[config.mk]
export PLATFORM = sky130hd
export DESIGN_NAME = tod_bcd_clock
export DESIGN_NICKNAME = d
export VERILOG_FILES = /design/src/rtl/tod_pkg.sv /design/src/rtl/tod_bcd_field.sv /design/src/rtl/tod_rollover_strobes.sv /design/src/rtl/tod_bcd_clock.sv
export SDC_FILE = /design/constraint.sdc
export NUM_CORES = 1
export LEC_CHECK = 0
export BUFFER_PORTS_ARGS = -buffer_cell sky130_fd_sc_hd__buf_2
export CAP_MARGIN = 20
export CELL_PAD_IN_SITES_DETAIL_PLACEMENT = 0
export CELL_PAD_IN_SITES_GLOBAL_PLACEMENT = 1
export CORE_MARGIN = 2
export CORE_UTILIZATION = 46
export DETAILED_ROUTE_END_ITERATION = 16
export PLACE_DENSITY_LB_ADDON = 0.25
export SKIP_LAST_GASP = 1
export SLEW_MARGIN = 20
export SYNTH_ARGS = -nofsm -noshare
export SYNTH_HDL_FRONTEND = slang
export SYNTH_SLANG_ARGS = --single-unit
[constraint.sdc]
create_clock -name clk -period 4.4 [get_ports clk]
set_input_delay 0.88 -clock clk [delete_from_list [all_inputs] [get_ports clk]]
set_output_delay 0.88 -clock clk [all_outputs]
set_load 0.01 [all_outputs]
[src/rtl/tod_pkg.sv]
// Shared types and helpers for the time-of-day counter.
// Assumes every field modulus lies between 2 and 100.
package tod_pkg;

    typedef struct packed {
        logic [3:0] tens;
        logic [3:0] units;
    } bcd_pair_t;

    localparam bcd_pair_t BCD_ZERO = '{tens: 4'd0, units: 4'd0};

    // Next value of a two-digit BCD counter running modulo `modulo`.
    function automatic bcd_pair_t bcd_next(bcd_pair_t v, int unsigned modulo);
        bcd_pair_t r;
        if (v.tens == 4'((modulo - 1) / 10) && v.units == 4'((modulo - 1) % 10)) begin
            r = BCD_ZERO;
        end else if (v.units == 4'd9) begin
            r.tens  = v.tens + 4'd1;
            r.units = 4'd0;
        end else begin
            r.tens  = v.tens;
            r.units = v.units + 4'd1;
        end
        return r;
    endfunction

endpackage

[src/rtl/tod_bcd_field.sv]
// One two-digit BCD field (hours, minutes or seconds).
// A carry step and an optional set step may both arrive in one cycle;
// each advances the field by one. Only a carry step taken at the last
// value raises `carry_out`, so set steps never ripple into a neighbour.
// Assumes the parent drives the steps from registered state.
module tod_bcd_field
    import tod_pkg::*;
#(
    parameter int unsigned MODULO  = 60,
    parameter bit          HAS_SET = 1'b1
) (
    input  logic      clk,
    input  logic      rst_n,
    input  logic      carry_step,
    input  logic      set_step,
    output bcd_pair_t value,
    output logic      carry_out
);

    localparam int unsigned LAST_TENS  = (MODULO - 1) / 10;
    localparam int unsigned LAST_UNITS = (MODULO - 1) % 10;

    logic      set_eff;
    logic      at_last;
    bcd_pair_t after_carry;
    bcd_pair_t after_set;

    // Select whether this field accepts set steps at all.
    generate
        if (HAS_SET) begin : g_set
            assign set_eff = set_step;
        end else begin : g_noset
            logic unused_set;
            assign unused_set = set_step;
            assign set_eff    = 1'b0;
        end
    endgenerate

    // Detect the last value of the field's range.
    assign at_last = (value.tens == 4'(LAST_TENS)) && (value.units == 4'(LAST_UNITS));

    // Apply the carry step first, then the set step on top of it.
    always_comb begin
        after_carry = carry_step ? bcd_next(value, MODULO) : value;
        after_set   = set_eff ? bcd_next(after_carry, MODULO) : after_carry;
    end

    assign carry_out = carry_step && at_last;

    // Field register with synchronous active-low reset.
    always_ff @(posedge clk) begin
        if (!rst_n) begin
            value <= BCD_ZERO;
        end else begin
            value <= after_set;
        end
    end

    AST_UNITS_DECIMAL: assert property (@(posedge clk) disable iff (!rst_n)
        value.units <= 4'd9);

    AST_FIELD_IN_RANGE: assert property (@(posedge clk) disable iff (!rst_n)
        ({4'd0, value.tens} * 8'd10 + {4'd0, value.units}) < 8'(MODULO));

    AST_FIELD_HOLDS: assert property (@(posedge clk) disable iff (!rst_n)
        (!carry_step && !set_eff) |=> $stable(value));

endmodule

[src/rtl/tod_rollover_strobes.sv]
// Registers the top-of-minute and top-of-hour pulses so that each one
// lines up with the first cycle that shows the rolled-over time.
// Assumes both roll inputs come from carry paths only.
module tod_rollover_strobes (
    input  logic clk,
    input  logic rst_n,
    input  logic minute_roll,
    input  logic hour_roll,
    output logic minute_strobe,
    output logic hour_strobe
);

    // Capture the rollovers as single-cycle strobes.
    always_ff @(posedge clk) begin
        if (!rst_n) begin
            minute_strobe <= 1'b0;
            hour_strobe   <= 1'b0;
        end else begin
            minute_strobe <= minute_roll;
            hour_strobe   <= hour_roll;
        end
    end

    AST_HOUR_WITH_MINUTE: assert property (@(posedge clk) disable iff (!rst_n)
        hour_strobe |-> minute_strobe);

    AST_STROBE_SINGLE: assert property (@(posedge clk) disable iff (!rst_n)
        minute_strobe |=> !minute_strobe);

endmodule

[src/rtl/tod_bcd_clock.sv]
// Time-of-day counter: BCD hours, minutes and seconds with fast-set.
// Seconds advance on sec_tick. Hour and minute set inputs step their
// field on set_tick without carrying. Both strobes are one cycle long.
// Assumes sec_tick and set_tick are single-cycle pulses in the clk domain.
module tod_bcd_clock
    import tod_pkg::*;
#(
    parameter int unsigned HOURS_MOD   = 24,
    parameter int unsigned MINUTES_MOD = 60,
    parameter int unsigned SECONDS_MOD = 60
) (
    input  logic       clk,
    input  logic       rst_n,
    input  logic       sec_tick,
    input  logic       set_tick,
    input  logic       hour_set,
    input  logic       min_set,
    output logic [7:0] hours_bcd,
    output logic [7:0] minutes_bcd,
    output logic [7:0] seconds_bcd,
    output logic       minute_strobe,
    output logic       hour_strobe
);

    bcd_pair_t sec_val, min_val, hour_val;
    logic      sec_carry, min_carry, hour_carry;
    logic      min_set_step, hour_set_step;

    // Gate the set levels with the set-rate tick.
    assign min_set_step  = set_tick && min_set;
    assign hour_set_step = set_tick && hour_set;

    tod_bcd_field #(.MODULO(SECONDS_MOD), .HAS_SET(1'b0)) u_sec (
        .clk(clk), .rst_n(rst_n), .carry_step(sec_tick), .set_step(1'b0),
        .value(sec_val), .carry_out(sec_carry)
    );

    tod_bcd_field #(.MODULO(MINUTES_MOD), .HAS_SET(1'b1)) u_min (
        .clk(clk), .rst_n(rst_n), .carry_step(sec_carry), .set_step(min_set_step),
        .value(min_val), .carry_out(min_carry)
    );

    tod_bcd_field #(.MODULO(HOURS_MOD), .HAS_SET(1'b1)) u_hour (
        .clk(clk), .rst_n(rst_n), .carry_step(min_carry), .set_step(hour_set_step),
        .value(hour_val), .carry_out(hour_carry)
    );

    logic unused_hour_carry;
    assign unused_hour_carry = hour_carry;

    tod_rollover_strobes u_strobes (
        .clk(clk), .rst_n(rst_n), .minute_roll(sec_carry), .hour_roll(min_carry),
        .minute_strobe(minute_strobe), .hour_strobe(hour_strobe)
    );

    assign hours_bcd   = hour_val;
    assign minutes_bcd = min_val;
    assign seconds_bcd = sec_val;

    AST_HOUR_MAX: assert property (@(posedge clk) disable iff (!rst_n)
        hours_bcd <= 8'h23);

    AST_SECONDS_ONLY_ON_TICK: assert property (@(posedge clk) disable iff (!rst_n)
        !sec_tick |=> $stable(seconds_bcd));

    AST_SET_NO_STROBE: assert property (@(posedge clk) disable iff (!rst_n)
        !sec_tick |=> (!minute_strobe && !hour_strobe));

    AST_MINUTE_STROBE_AT_ZERO: assert property (@(posedge clk) disable iff (!rst_n)
        minute_strobe |-> (seconds_bcd == 8'h00));

endmodule

==> results_tabular.tex <==
\begin{tabular}{lr}
\hline
Metric & Value \\
\hline
\multicolumn{2}{l}{\textbf{Status}} \\
\quad Status & complete, no violations \\
\multicolumn{2}{l}{\textbf{Setup path}} \\
\quad Data arrival at the endpoint of the critical path & 3.25 ns \\
\quad Required arrival time at the worst endpoint & 4.58 ns \\
\quad Setup crit end kind & flop \\
\quad FF-to-FF setup slack & 1.33 ns \\
\quad Worst-path cell chain & ha\_1, and3b\_1, and4\_4, nand3\_1, o21ai\_0, ha\_1, nand2\_1, nor4b\_4, o21ai\_1, a41o\_1 \\
\quad Category of the worst setup path launch point & flop \\
\quad CP Class & flop to flop \\
\quad Slowest Stage Delay on Critical Path & 0.46 ns \\
\quad Max FO, Critical Path & 13 \\
\quad Max stage delay cell, worst path & and3b\_1 \\
\quad Critical path's most frequent cell & ha\_1 \\
\multicolumn{2}{l}{\textbf{Global route}} \\
\quad Maximum number of pins on one net before global-route repair & 22 \\
\quad Number of antenna violations at the first check in global routing & 0 \\
\quad Total routing usage reported by global routing & 0.177 \\
\quad First-pass GRT wire length & 7.13 mm \\
\quad Total congestion overflow after global routing & 0 \\
\quad Vias in the first global route & 1,488 \\
\multicolumn{2}{l}{\textbf{STA}} \\
\quad Worst slew pin tran & 1.01 ns \\
\quad Sum of negative setup slack & 0 ns \\
\quad Rel. slew slack & 0.308 \\
\quad FMAX & 326 MHz \\
\quad Period minus WS final & 3.07 ns \\
\quad Fin crit share & 0.697 \\
\quad Least setup slack across all paths after layout & 1.33 ns \\
\quad Final count of pins violating max slew & 0 \\
\quad Max Clock Skew & 0.00371 ns \\
\quad Number of hold violations in the final report & 0 \\
\quad Setup repair after global routing missed its margin & false \\
\quad Setup-failing EPs final & 0 \\
\quad Worst hold-check slack & 0.503 ns \\
\multicolumn{2}{l}{\textbf{Logic synthesis}} \\
\quad Most instantiated flip-flop cell in the synthesis netlist & dfxtp\_1 \\
\quad Top post-synthesis cells by area & dfxtp\_1 (26\%), ha\_1 (13\%), nor2\_1 (3.8\%) \\
\quad Number of distinct library cells after synthesis & 60 \\
\quad Post-synth top area share & 0.261 \\
\quad Number of nets in the synthesized netlist & 259 \\
\quad Cell area after synthesis & 2000 µm² \\
\quad Post-synthesis area per instance & 8.57 µm² \\
\quad YS warnings & 0 \\
\quad Portion of the post-synthesis area used by sequential elements & 0.261 \\
\quad Share of flip-flops with an asynchronous set or reset after synthesis & 0 \\
\quad Number of storage elements in the synthesis netlist & 26 \\
\quad Number of synthesized flops with an enable pin & 0 \\
\quad Number of instances in the synthesized netlist & 233 \\
\quad Cell accounting for the most synthesized area & dfxtp\_1 \\
\multicolumn{2}{l}{\textbf{Placed design}} \\
\quad Worst-case setup slack after placement & 1.08 ns \\
\quad DP Wirelength & 3.24 mm \\
\quad Number of buffer cells added on primary ports & 31 \\
\quad GP Congestion & 0.848 \\
\quad Number of placed instances with taps included & 301 \\
\multicolumn{2}{l}{\textbf{Floorplan}} \\
\quad Number of top-level design ports & 32 \\
\quad Core Region & 4090 µm² \\
\quad Width of the chip & 69.9 µm \\
\quad Initial cell density of the core & 0.488 \\
\quad Number of rows in the core area & 23 \\
\quad Total Die Area & 4880 µm² \\
\quad Die height & 69.9 µm \\
\multicolumn{2}{l}{\textbf{Power}} \\
\quad Max rail drop VDD & 179 µV \\
\quad Clock network fraction of total power & 0.399 \\
\quad Register share of total power & 0.495 \\
\quad Power density over the cells & 230 nW/µm² \\
\quad Logic gate share of total power & 0.106 \\
\quad Fraction of power spent switching nets & 0.237 \\
\quad Net switching power & 119 µW \\
\quad Leakage power figure & 1.04 nW \\
\quad Internal Dissipation & 384 µW \\
\multicolumn{2}{l}{\textbf{Clock tree}} \\
\quad Total setup buffers inserted after CTS & 0 \\
\quad \# H-tree levels & 1 \\
\quad Number of clock sinks seen by CTS & 26 \\
\quad Number of buffers on the longest clock path & 2 \\
\quad TritonCTS clock tree & yes \\
\quad Number of buffers inserted by hold repair at cts & 0 \\
\quad \# resized after CTS & 0 \\
\quad Clock input transition at the sequential cells of the worst setup and hold paths & 0.09 ns \\
\quad Skew-Pair Late Insertion Delay & 0.27 ns \\
\quad Clk root buf & clkbuf\_8 \\
\quad TritonCTS buffer count & 3 \\
\multicolumn{2}{l}{\textbf{Detailed routing}} \\
\quad Total iterations of the first detailed-routing run & 4 \\
\quad Number of vias per cell after detailed routing & 5.58 \\
\quad Number of routed nets with antenna violations & 0 \\
\quad Total routed wirelength & 4.16 mm \\
\quad Initial detailed-routing violation count & 100 \\
\quad DRC violations left & 0 \\
\quad Via Count & 1,703 \\
\quad Routed WL per cell & 13.6 µm \\
\multicolumn{2}{l}{\textbf{Final layout}} \\
\quad Ratio of cells with drive above 1 in the final layout & 0.188 \\
\quad \# fillers & 424 \\
\quad Syn-to-layout area delta & 9.72\% \\
\quad \# diodes & 0 \\
\quad Non-filler instance count after layout & 305 \\
\quad Total number of nets in the final design & 282 \\
\multicolumn{2}{l}{\textbf{Worst hold path}} \\
\quad Hold Crit Class & flop to flop \\
\multicolumn{2}{l}{\textbf{Flow run}} \\
\quad MaxCap Viol Count & 0 \\
\hline
\end{tabular}
## through the flow
stage,util,instance area (µm²),total power [mW]
after detailed placement,0.518,2120,0.308
after global routing,0.536,2190,0.528
after floorplan,-,2000,0.294
final,0.536,2190,0.504
after CTS,0.536,2190,0.508
after global placement,0.518,2120,0.308
## power groups by stage
stage               Clock (mW)  Sequential, mW  Combinational, mW
floorplan                    0           0.255             0.0382
detailed placement           0           0.255             0.0531
CTS                      0.205           0.249             0.0537
global placement             0           0.255             0.0529
finish                   0.201           0.249             0.0534
global route             0.216           0.251             0.0612
## routing by layer
| layer | up-vias | global-route usage | share of wire |
|---|---|---|---|
| met5 | - | 0 | 0 |
| met1 | 783 | 0.271 | 0.53 |
| met3 | 4 | 0.0332 | 0.047 |
| met4 | 0 | 0.0513 | 0.0096 |
| li1 | 880 | - | - |
| met2 | 36 | 0.248 | 0.41 |
## final timing paths
check                      start         endpoint  depth (start not counted)
setup reg to reg  u_sec.value[4]  u_hour.value[1]                         10
hold reg to reg   u_sec.value[7]   u_sec.value[7]                          2
setup / recovery  u_sec.value[4]  u_hour.value[1]                         10
hold / removal    u_sec.value[7]   u_sec.value[7]                          2
## cells in the final DEF, fill, tap and decap left out, types with 3 or more instances in the layout
| master | count |
|---|---|
| nand4_1 | 6 |
| dfxtp_1 | 26 |
| nand2_1 | 19 |
| and2_1 | 7 |
| xor2_1 | 7 |
| nor3_1 | 8 |
| inv_1 | 14 |
| ha_1 | 20 |
| o21ai_0 | 5 |
| and3b_1 | 4 |
| nand3_1 | 5 |
| a21o_1 | 3 |
| mux2i_1 | 5 |
| nor2_1 | 20 |
| clkbuf_8 | 3 |
| and3_1 | 7 |
| a21oi_1 | 11 |
| xnor2_1 | 6 |
| buf_2 | 31 |
## critical path: cells and delay by family (launching register included)
kind,cells,cell delay (ns)
compound gates,3,0.78
flops,1,0.43
simple gates,5,1.29
fa+ha+maj,2,0.47
## cell type report
type	count	area (µm²)	area share
sequential	26	520	0.238
inverter	14	52.6	0.0240
multi-input combinational	180	1330	0.606
tap	50	62.6	0.0286
timing repair buffer	31	155	0.0709
clock inverter	1	30.0	0.0137
clock buffer	3	41.3	0.0189
## registers in the layout, summed over array words and instances (netlist names)
name,count
u_hour.value,8
u_min.value,8
u_sec.value,8
u_strobes.hour_strobe,1
u_strobes.minute_strobe,1
## synthesized netlist by cell type (3+ instances only)
cell     number
a21o_1        3
a21oi_1      11
and2_1        7
and3_1        7
and3b_1       4
buf_2         3
buf_6         5
dfxtp_1      26
ha_1         20
inv_1        14
mux2i_1       5
nand2_1      19
nand3_1       5
nand4_1       6
nor2_1       20
nor3_1        8
o21ai_0       5
xnor2_1       6
xor2_1        7
## kinds of logic (layout without fill, tap and decap cells)
logic type,after synthesis,after routing,share of synthesized area
multiplexers,6,6,0.0307
AND/OR/NAND/NOR,98,98,0.298
XOR/XNOR,13,13,0.0571
flip-flops,26,26,0.261
buffers and inverters,27,49,0.0740
AO/OA/AOI/OAI,43,43,0.154
adder cells (fa/ha/maj),20,20,0.125
Note: power is estimated with default switching activity, not from simulation.
